===== src/rtl/atu_pkg.sv =====
package atu_pkg;
  localparam int ADDR_W = 64;
  localparam int REG_W  = 32;
  localparam int KIND_W = 5;
  localparam int OFF_W  = 12;

  // register offsets decoded by software
  localparam logic [OFF_W-1:0] OFF_VIEW   = 12'h900;
  localparam logic [OFF_W-1:0] OFF_KIND   = 12'h904;
  localparam logic [OFF_W-1:0] OFF_ENA    = 12'h908;
  localparam logic [OFF_W-1:0] OFF_BASE_L = 12'h90C;
  localparam logic [OFF_W-1:0] OFF_BASE_H = 12'h910;
  localparam logic [OFF_W-1:0] OFF_LIMIT  = 12'h914;
  localparam logic [OFF_W-1:0] OFF_TGT_L  = 12'h918;
  localparam logic [OFF_W-1:0] OFF_TGT_H  = 12'h91C;

  typedef enum logic [KIND_W-1:0] {
    KIND_MEM  = 5'd0,
    KIND_IO   = 5'd2,
    KIND_CFG0 = 5'd4,
    KIND_CFG1 = 5'd5
  } kind_e;

  typedef struct packed {
    logic              en;
    logic [KIND_W-1:0] kind;
    logic [ADDR_W-1:0] base;
    logic [REG_W-1:0]  limit;
    logic [ADDR_W-1:0] target;
  } window_t;
endpackage


===== src/rtl/atu_window_bank.sv =====
module atu_window_bank
  import atu_pkg::*;
#(
  parameter int NUM_REGIONS = 2,
  parameter int VIEW_IDX_W  = 4
) (
  input  logic             clk,
  input  logic             rst_n,
  input  logic             we,
  input  logic [OFF_W-1:0] addr,
  input  logic [REG_W-1:0] wdata,
  output logic [REG_W-1:0] rdata,
  output window_t          win_q [NUM_REGIONS]
);
  logic                  view_dir_q, view_dir_n;
  logic [VIEW_IDX_W-1:0] view_idx_q, view_idx_n;
  logic                  view_wr;
  logic                  sel_ok;
  logic                  field_hit;
  window_t               cur, upd;
  logic [NUM_REGIONS-1:0] win_wr;

  assign view_wr   = we && (addr == OFF_VIEW);
  assign sel_ok    = !view_dir_q &&
                     ({1'b0, view_idx_q} < (VIEW_IDX_W+1)'(NUM_REGIONS));
  assign field_hit = (addr >= OFF_KIND) && (addr <= OFF_TGT_H) && (addr[1:0] == 2'b00);

  // viewport next state
  always_comb begin
    view_dir_n = view_dir_q;
    view_idx_n = view_idx_q;
    if (view_wr) begin
      view_dir_n = wdata[31];
      view_idx_n = wdata[VIEW_IDX_W-1:0];
    end
  end

  always_ff @(posedge clk or negedge rst_n) begin
    if (!rst_n) begin
      view_dir_q <= 1'b0;
      view_idx_q <= '0;
    end else if (view_wr) begin
      view_dir_q <= view_dir_n;
      view_idx_q <= view_idx_n;
    end
  end

  // selected window and its updated copy
  always_comb begin
    cur = '0;
    for (int i = 0; i < NUM_REGIONS; i++)
      if (view_idx_q == VIEW_IDX_W'(i)) cur = win_q[i];
    upd = cur;
    case (addr)
      OFF_KIND:   upd.kind          = wdata[KIND_W-1:0];
      OFF_ENA:    upd.en            = wdata[31];
      OFF_BASE_L: upd.base[31:0]    = wdata;
      OFF_BASE_H: upd.base[63:32]   = wdata;
      OFF_LIMIT:  upd.limit         = wdata;
      OFF_TGT_L:  upd.target[31:0]  = wdata;
      OFF_TGT_H:  upd.target[63:32] = wdata;
      default:    upd = cur;
    endcase
  end

  generate
    for (genvar g = 0; g < NUM_REGIONS; g++) begin : g_win
      assign win_wr[g] = we && sel_ok && field_hit && (view_idx_q == VIEW_IDX_W'(g));

      always_ff @(posedge clk or negedge rst_n) begin
        if (!rst_n)         win_q[g] <= '0;
        else if (win_wr[g]) win_q[g] <= upd;
      end


      inbound_write_ignored_chk: assert property (@(posedge clk) disable iff (!rst_n)
        (we && field_hit && view_dir_q) |=> $stable(win_q[g]));

      absent_index_ignored_chk: assert property (@(posedge clk) disable iff (!rst_n)
        (we && field_hit && ({1'b0, view_idx_q} >= (VIEW_IDX_W+1)'(NUM_REGIONS))) |=> $stable(win_q[g]));
    end
  endgenerate

  // readback
  always_comb begin
    rdata = '0;
    if (addr == OFF_VIEW) begin
      rdata[31]             = view_dir_q;
      rdata[VIEW_IDX_W-1:0] = view_idx_q;
    end else if (sel_ok) begin
      case (addr)
        OFF_KIND:   rdata[KIND_W-1:0] = cur.kind;
        OFF_ENA:    rdata[31]         = cur.en;
        OFF_BASE_L: rdata = cur.base[31:0];
        OFF_BASE_H: rdata = cur.base[63:32];
        OFF_LIMIT:  rdata = cur.limit;
        OFF_TGT_L:  rdata = cur.target[31:0];
        OFF_TGT_H:  rdata = cur.target[63:32];
        default:    rdata = '0;
      endcase
    end
  end
endmodule


===== src/rtl/atu_window_match.sv =====
module atu_window_match
  import atu_pkg::*;
(
  input  window_t           win,
  input  logic [ADDR_W-1:0] addr,
  output logic              hit,
  output logic [ADDR_W-1:0] xaddr
);
  logic [31:0] offset;

  assign offset = addr[31:0] - win.base[31:0];
  assign hit    = win.en &&
                  (addr[63:32] == win.base[63:32]) &&
                  (addr[31:0] >= win.base[31:0]) &&
                  (addr[31:0] <= win.limit);
  assign xaddr  = win.target + {32'b0, offset};
endmodule


===== src/rtl/atu_priority_pick.sv =====
module atu_priority_pick
  import atu_pkg::*;
#(
  parameter int NUM_REGIONS = 2,
  localparam int SEL_W = (NUM_REGIONS > 1) ? $clog2(NUM_REGIONS) : 1
) (
  input  logic                   clk,
  input  logic                   rst_n,
  input  logic [NUM_REGIONS-1:0] hits,
  input  logic [ADDR_W-1:0]      xaddrs [NUM_REGIONS],
  input  logic [KIND_W-1:0]      kinds  [NUM_REGIONS],
  output logic                   hit,
  output logic [ADDR_W-1:0]      xaddr,
  output logic [KIND_W-1:0]      kind,
  output logic [SEL_W-1:0]       sel
);
  always_comb begin
    hit   = 1'b0;
    xaddr = '0;
    kind  = '0;
    sel   = '0;
    for (int i = NUM_REGIONS - 1; i >= 0; i--) begin
      if (hits[i]) begin
        hit   = 1'b1;
        xaddr = xaddrs[i];
        kind  = kinds[i];
        sel   = SEL_W'(i);
      end
    end
  end


  lowest_wins_chk: assert property (@(posedge clk) disable iff (!rst_n)
    hit |-> ((hits & ((NUM_REGIONS)'(1) << sel) - (NUM_REGIONS)'(1)) == '0) && hits[sel]);

  miss_outputs_zero_chk: assert property (@(posedge clk) disable iff (!rst_n)
    (hits == '0) |-> (!hit && xaddr == '0 && kind == '0));
endmodule


===== src/rtl/atu_outbound_xlat.sv =====
module atu_outbound_xlat
  import atu_pkg::*;
#(
  parameter int NUM_REGIONS = 2,
  parameter int VIEW_IDX_W  = 4,
  localparam int SEL_W = (NUM_REGIONS > 1) ? $clog2(NUM_REGIONS) : 1
) (
  input  logic        clk,
  input  logic        rst_n,
  input  logic        cfg_we,
  input  logic [11:0] cfg_addr,
  input  logic [31:0] cfg_wdata,
  output logic [31:0] cfg_rdata,
  input  logic [63:0] req_addr,
  output logic [63:0] xlat_addr,
  output logic [4:0]  xlat_kind,
  output logic        xlat_hit
);
  logic [1:0]             rst_sync_q;
  logic                   rst_int_n;
  window_t                win_q  [NUM_REGIONS];
  logic [NUM_REGIONS-1:0] hits;
  logic [ADDR_W-1:0]      xaddrs [NUM_REGIONS];
  logic [KIND_W-1:0]      kinds  [NUM_REGIONS];
  logic [SEL_W-1:0]       sel;

  // asynchronous assertion, synchronous release
  always_ff @(posedge clk or negedge rst_n) begin
    if (!rst_n) rst_sync_q <= 2'b00;
    else        rst_sync_q <= {rst_sync_q[0], 1'b1};
  end
  assign rst_int_n = rst_sync_q[1];

  atu_window_bank #(.NUM_REGIONS(NUM_REGIONS), .VIEW_IDX_W(VIEW_IDX_W)) u_bank (
    .clk   (clk),
    .rst_n (rst_int_n),
    .we    (cfg_we),
    .addr  (cfg_addr),
    .wdata (cfg_wdata),
    .rdata (cfg_rdata),
    .win_q (win_q)
  );

  generate
    for (genvar g = 0; g < NUM_REGIONS; g++) begin : g_match
      atu_window_match u_match (
        .win   (win_q[g]),
        .addr  (req_addr),
        .hit   (hits[g]),
        .xaddr (xaddrs[g])
      );
      assign kinds[g] = win_q[g].kind;
    end
  endgenerate

  atu_priority_pick #(.NUM_REGIONS(NUM_REGIONS)) u_pick (
    .clk    (clk),
    .rst_n  (rst_int_n),
    .hits   (hits),
    .xaddrs (xaddrs),
    .kinds  (kinds),
    .hit    (xlat_hit),
    .xaddr  (xlat_addr),
    .kind   (xlat_kind),
    .sel    (sel)
  );


  winner_covers_request_chk: assert property (@(posedge clk) disable iff (!rst_int_n)
    xlat_hit |-> (win_q[sel].en &&
                  req_addr[31:0] >= win_q[sel].base[31:0] &&
                  req_addr[31:0] <= win_q[sel].limit));

  kind_from_winner_chk: assert property (@(posedge clk) disable iff (!rst_int_n)
    xlat_hit |-> (xlat_kind == win_q[sel].kind));
endmodule


===== config.mk =====
export PLATFORM = sky130hd
export DESIGN_NAME = atu_outbound_xlat
export DESIGN_NICKNAME = d
export VERILOG_FILES = /design/src/rtl/atu_pkg.sv /design/src/rtl/atu_window_bank.sv /design/src/rtl/atu_window_match.sv /design/src/rtl/atu_priority_pick.sv /design/src/rtl/atu_outbound_xlat.sv
export SDC_FILE = /design/constraint.sdc
export NUM_CORES = 1
export LEC_CHECK = 0
export BUFFER_PORTS_ARGS = -buffer_cell sky130_fd_sc_hd__buf_4
export CORE_MARGIN = 4
export CORE_UTILIZATION = 45
export DETAILED_ROUTE_END_ITERATION = 10
export SYNTH_ARGS = -nofsm -noshare
export SYNTH_HDL_FRONTEND = slang
export SYNTH_SLANG_ARGS = --single-unit
export TNS_END_PERCENT = 50

===== constraint.sdc =====
create_clock -name clk -period 13.33 [get_ports clk]
set_input_delay 0.6665 -clock clk [delete_from_list [all_inputs] [get_ports clk]]
set_output_delay 0.6665 -clock clk [all_outputs]
set_load 0.05 [all_outputs]

## After elaboration in Yosys (flattened, before gate mapping)

Index checks and enable logic that the tools add are counted.

| storage, ports and cells | value |
|---|---|
| register bits | 339 |
| bits in latches | 0 |
| bits in writable memories | 0 |
| bits in read-only memories | 0 |
| input port bits | 111 |
| word-level logic and storage cells | 74 |
| memories kept | 0 |

| cells by class | value |
|---|---|
| add/sub/neg operators | 4 |
| multipliers | 0 |
| divide/modulo/power cells | 0 |
| order comparisons | 7 |
| equal/unequal tests | 11 |
| shift operators | 0 |
| muxes and demuxes | 22 |
| bitwise operators | 0 |
| reduce and logical (&&, ||, !) cells | 17 |

Operators with widths:

| kind | number |
|---|---|
| 2-to-1 mux 166 bit | 2 |
| 2-to-1 mux 32 bit | 6 |
| case mux 26 bit (5 select lines) | 1 |
| adder 64 x 32 -> 64 bit | 2 |
| 2-to-1 mux 64 bit | 2 |
| == test 12 bit, second input constant | 8 |
| == test 32 bit | 2 |
| >= comparator 32 bit | 2 |
| <= comparator 32 bit | 2 |
| subtractor 32 bit | 2 |
| case mux 5 bit (6 select lines) | 1 |
| 2-to-1 mux 27 bit | 1 |
| 2-to-1 mux 5 bit | 3 |
| logical AND 1 bit | 14 |
| >= comparator 12 bit, second input constant | 1 |
| <= comparator 12 bit, second input constant | 1 |
| case mux 1 bit (6 select lines) | 1 |
| == test 4 x 1 -> 1 bit, second input constant | 1 |
| zero test 4 bit | 1 |
| < comparator 4 x 2 -> 1 bit, second input constant | 1 |
| 2-to-1 mux 1 bit | 4 |
| 2-to-1 mux 4 bit | 1 |
| zero test 2 bit | 1 |
| zero test 1 bit | 1 |

## Depth between registers and ports, before layout

| logic depth | value |
|---|---|
| word-level depth | 6 |
| gate-level depth with buffers | 25 |

## Cells and area by module

From an unflattened synthesis, not the netlist that was laid out.

| second synthesis, totals | value |
|---|---|
| cell total of the unflattened synthesis | 3488 |
| area total of the unflattened synthesis | 28946.5 sq um |

By module, submodules not included:

| module | times used | cells each | area each (sq um) | seq. area each (sq um) |
|---|---|---|---|---|
| atu_window_bank | 1 | 1853 | 17435.5 | 8433.1 |
| atu_window_match (g_match[0].u_match) | 1 | 800 | 5551.6 | 0.0 |
| atu_window_match (g_match[1].u_match) | 1 | 741 | 5180.0 | 0.0 |
| atu_priority_pick | 1 | 91 | 725.7 | 0.0 |
| atu_outbound_xlat | 1 | 3 | 53.8 | 50.0 |

## Worst setup path after synthesis

No wires, ideal clock.

| path | value |
|---|---|
| path kind | input port to output port |
| from | in req_addr[0] |
| to | out xlat_addr[34] |
| arrival time | 5.828 ns |
| required time | 12.663 ns |
| setup slack | 6.835 ns |
| stages on the path | 24 |
| buffers on the path | 2 |
| path through | inv_1 ha_1 fa_1 nand2b_1 a21boi_1 o21ai_1 a21oi_1 o21ai_0 a21oi_1 o21ai_0 a21boi_0 mux2i_1 o2111ai_1 ha_1 clkbuf_1 nand2_1 o21ai_0 a31oi_1 a32oi_1 o21a_1 buf_2 nand3_1 xor2_1 o31ai_1 |

| between the ends | value |
|---|---|
| word-level cells in the longest chain between the ends | 5 |
| elaborated cells on any way between the ends | 14 |
| those cells by class | add/sub: 4; order compare: 4; mux: 2; reduce/logical: 4 |

Ends and longest elaborated chain:

| element | RTL line | RTL |
|---|---|---|
| start: declaration | atu_outbound_xlat.sv:14 | `input logic [63:0] req_addr,` |
| parallel branches: the longest is 4 deep, another holds adder 64 x 32 -> 64 bit | - |  |
| 2-to-1 mux 64 bit (*) | atu_priority_pick.sv:23 | `if (hits[i]) begin` |
| end: declaration | atu_outbound_xlat.sv:15 | `output logic [63:0] xlat_addr,` |

Mark *: on every way between the ends.

## Final worst setup path

| path | value |
|---|---|
| from | reg, netlist name u_bank.win_q[96] |
| to | out xlat_addr[62] |

| between the ends | value |
|---|---|
| word-level cells in the longest chain between the ends | 5 |
| elaborated cells on any way between the ends | 7 |
| those cells by class | add/sub: 2; order compare: 1; mux: 2; reduce/logical: 2 |

Ends and longest elaborated chain:

| element | RTL line |
|---|---|
| parallel branches: the longest is 3 deep, another holds adder 64 x 32 -> 64 bit | - |
| 2-to-1 mux 64 bit (*) (2 in series) | atu_priority_pick.sv:23 |

Marks and branches as above.

==> impl_metrics.env <==
export IMPL_reg2reg_depth=7
export IMPL_yosysUniqueCellTypes=81
export IMPL_max_freq_ghz=0.1337
export IMPL_cts_sinks=339
export IMPL_critical_path_class="reg2out"
export IMPL_end_kind="primary output"
export IMPL_grt_usage=0.2980
export IMPL_yosys_area_share_simple=0.1679
export IMPL_hold_slack_ps=353.2
export IMPL_avgViaCountPerCell=5.929
export IMPL_p_leak_nw=13.67
export IMPL_worstReg2RegStart="u_bank.view_idx_q[3]"
export IMPL_cts_repair_resized=0
export IMPL_setup_viol=0
export IMPL_synthMuxAreaShare=0.09802
export IMPL_dpl_hpwl_mm=78.20
export IMPL_syn_inst=3504
export IMPL_r2r_slack_ps=8470
export IMPL_p_comb_frac=0.178
export IMPL_hp_start="rst_sync_q[0]"
export IMPL_top_layer="met5"
export IMPL_cts_made_buffers=41
export IMPL_startpoint_type="flop"
export IMPL_core_sq_mm=0.06194
export IMPL_seq_area_frac_synth=0.2999
export IMPL_wl_met1_mm=47.46
export IMPL_yosys_warnings=0
export IMPL_synth_fa_ha_area_frac=0.08997
export IMPL_path_cells="ha_1 > fa_1 > nand2b_1 > a21boi_1 > o21ai_1 > a21oi_1 > o21ai_0 > a21oi_1 > o21ai_0 > a21boi_0 > mux2i_1 > o2111ai_1 > ha_1 > nand2_1 > o21ai_0 > a31oi_1 > a32oi_1 > o21a_1 > nor4b_1 > xor2_1 > a22o_1 > buf_4"
export IMPL_drive_above_1_share=0.09661
export IMPL_grt_pass1_wl_mm=154.5
export IMPL_rsz0062_at_grt="no"
export IMPL_seq_power_share=0.396
export IMPL_cts_tree="yes"
export IMPL_power_density_mw_per_mm2=85.94
export IMPL_timing_hold_worst_class="reg2reg"
export IMPL_cp_arrival_ps=6810
export IMPL_clock_latency_ps=570
export IMPL_cp_max_fo=16
export IMPL_fin_worst_skew_ps=16.92
export IMPL_switchingPower_mw=0.8027
export IMPL_ctsHoldBuffers=1
export IMPL_synth_xor_area_share=0.07246
export IMPL_ir_drop_mv=0.07497
export IMPL_antenna_found_initial=2
export IMPL_synthToLayoutAreaGrowth_pct=12.31
export IMPL_fillCellCount=6106
export IMPL_gp_congestion=0.9235
export IMPL_root_buffer="clkbuf_16"
export IMPL_layout_nets=3885
export IMPL_outcome="completed"
export IMPL_synthFlopType="dfrtp_1"
export IMPL_synth_nets=3816
export IMPL_clkTransAtPathRegs_ps=60
export IMPL_die_height_um=258.7
export IMPL_synth_seq_cells=339
export IMPL_io_pins=213
export IMPL_vias=26330
export IMPL_synth_edff_count=0
export IMPL_portBuffers=212
export IMPL_first_pass_iters=6
export IMPL_period_share=0.5611
export IMPL_period_needed_ps=7480
export IMPL_min_path_cells=0
export IMPL_ant_nets=0
export IMPL_power_frac_clock=0.426
export IMPL_layout_common_cells="nor2_1, a21oi_1, dfrtp_1, nand2_1, mux2i_1"
export IMPL_slowest_delay_ps=880
export IMPL_netlist_area_sq_mm=0.02829
export IMPL_synth_area_per_cell_sq_um=8.072
export IMPL_synthArstFlopShare=1.000
export IMPL_finalHoldViolCount=0
export IMPL_grt_pass1_vias=25000
export IMPL_wl_mm=102.9
export IMPL_drt_initial_drc_count=2725
export IMPL_die_area_sq_mm=0.06693
export IMPL_wl_met2_mm=42.86
export IMPL_dr_wl_met3_mm=8.478
export IMPL_holdPathEnd="rst_sync_q[1]"
export IMPL_intPower_mw=1.928
export IMPL_synth_compound_area_frac=0.2179
export IMPL_mostFrequentLayoutCell="nor2_1"
export IMPL_cts_buffer_depth=3
export IMPL_tightest_slew_ps=1123
export IMPL_drv_cap=0
export IMPL_grt_overflow_total=0
export IMPL_grt_max_degree=200
export IMPL_cp_common_cell="o21ai_0"
export IMPL_ctsHtreeMaxLevel=2
export IMPL_cts_setup_buffers=0
export IMPL_rows=91
export IMPL_fin_setup_tns_ps=0
export IMPL_drc=0
export IMPL_synth_top_family_by_area="compound AO/OA/AOI/OAI gates"
export IMPL_worst_path_max_delay_cell="o21a_1"
export IMPL_p_sw_frac=0.2940
export IMPL_die_x_um=258.7
export IMPL_relSlewSlack=0.2508
export IMPL_worstPathRequired_ps=12660
export IMPL_wl_per_cell_um=23.18
export IMPL_slew_violations=0
export IMPL_start_util=0.4567
export IMPL_reg2reg_to="u_bank.win_q[221]"
-- routing by layer --
metal  GRT usage  up-vias
met5           0        -
met4      0.1049        2
met3     0.05130      175
met2      0.4348     1077
met1      0.4434    12500
li1            -    12570
-- worst max-delay path by stage --
stage | cells past startpoint | startpoint | slack [ps] | endpoint
finish | 22 | u_bank.win_q[96] | 5850 | xlat_addr[62]
global route | 22 | u_bank.win_q[96] | 5470 | xlat_addr[62]
CTS | 22 | u_bank.win_q[96] | 6000 | xlat_addr[62]
detailed placement | 24 | req_addr[0] | 6200 | xlat_addr[62]
global placement | 24 | req_addr[0] | 6270 | xlat_addr[62]
floorplan | 0 | rst_sync_q[1] | 3180 | u_bank.view_dir_q
-- logic make-up (layout without fill, tap and decap cells) --
group / Yosys count / after routing
adder cells (fa/ha/maj): 201 / 201
AND/OR/NAND/NOR: 1073 / 1073
other: 1 / 2
flip-flops: 339 / 339
XOR/XNOR: 234 / 234
multiplexers: 276 / 276
AO/OA/AOI/OAI: 998 / 998
buffers and inverters: 382 / 480
-- stage by stage --
step | setup slack [ps] | std cells | cell area, sq um | util | total power [mW]
after CTS | 6001 | 4439 | 31770 | 0.5128 | 2.740
final | 5850 | 4440 | 31770 | 0.5129 | 2.730
after global routing | 5467 | 4440 | 31770 | 0.5129 | 2.839
after global placement | 6270 | 4366 | 30370 | 0.4903 | 1.575
after detailed placement | 6204 | 4366 | 30370 | 0.4903 | 1.575
after floorplan | 3182 | 3504 | 28290 | - | 1.404
-- cell usage after synthesis, drive strengths merged (85+ instances only) --
master | number | share of area
a21o | 107 | 0.028
a21oi | 357 | 0.064
clkbuf | 135 | 0.018
dfrtp | 339 | 0.30
ha | 197 | 0.087
inv | 167 | 0.022
mux2i | 268 | 0.095
nand2 | 333 | 0.044
nor2 | 410 | 0.054
nor3 | 88 | 0.016
o21ai | 244 | 0.044
xnor2 | 149 | 0.046
xor2 | 85 | 0.026
-- cell type report --
class / instances / area [sq um] / area share
Timing Repair Buffer: 241 / 1849 / 0.05821
Multi-Input combinational cell: 2783 / 18360 / 0.5781
Clock buffer: 59 / 1256 / 0.03954
Tap cell: 837 / 1047 / 0.03297
Clock inverter: 13 / 131.4 / 0.004135
Sequential cell: 339 / 8491 / 0.2673
Inverter: 167 / 626.9 / 0.01973
Antenna cell: 1 / 2.502 / 0.00007877
-- power by group through the flow --
| stage | clock, mW | combinational, mW | sequential, mW |
|---|---|---|---|
| 2_1_floorplan | 0 | 0.304 | 1.10 |
| 3_3_place_gp | 0 | 0.475 | 1.10 |
| 3_5_place_dp | 0 | 0.475 | 1.10 |
| 4_1_cts | 1.18 | 0.478 | 1.08 |
| 5_1_grt | 1.22 | 0.534 | 1.09 |
| 6_report | 1.16 | 0.486 | 1.08 |
-- worst max-delay path: cells and delay by family (launching register included) --
kind	cells	cell delay, ps
mux	1	220
flops	1	410
fa+ha+maj	3	1080
compound gates	13	3580
xor+xnor	1	110
buf+inv	1	190
simple gates	3	620
-- registers in the layout, summed over array words and instances, names as in the netlist --
register / flops
rst_sync_q: 2
u_bank.view_dir_q: 1
u_bank.view_idx_q: 4
u_bank.win_q: 332
Power figures use the tool's default switching activity.
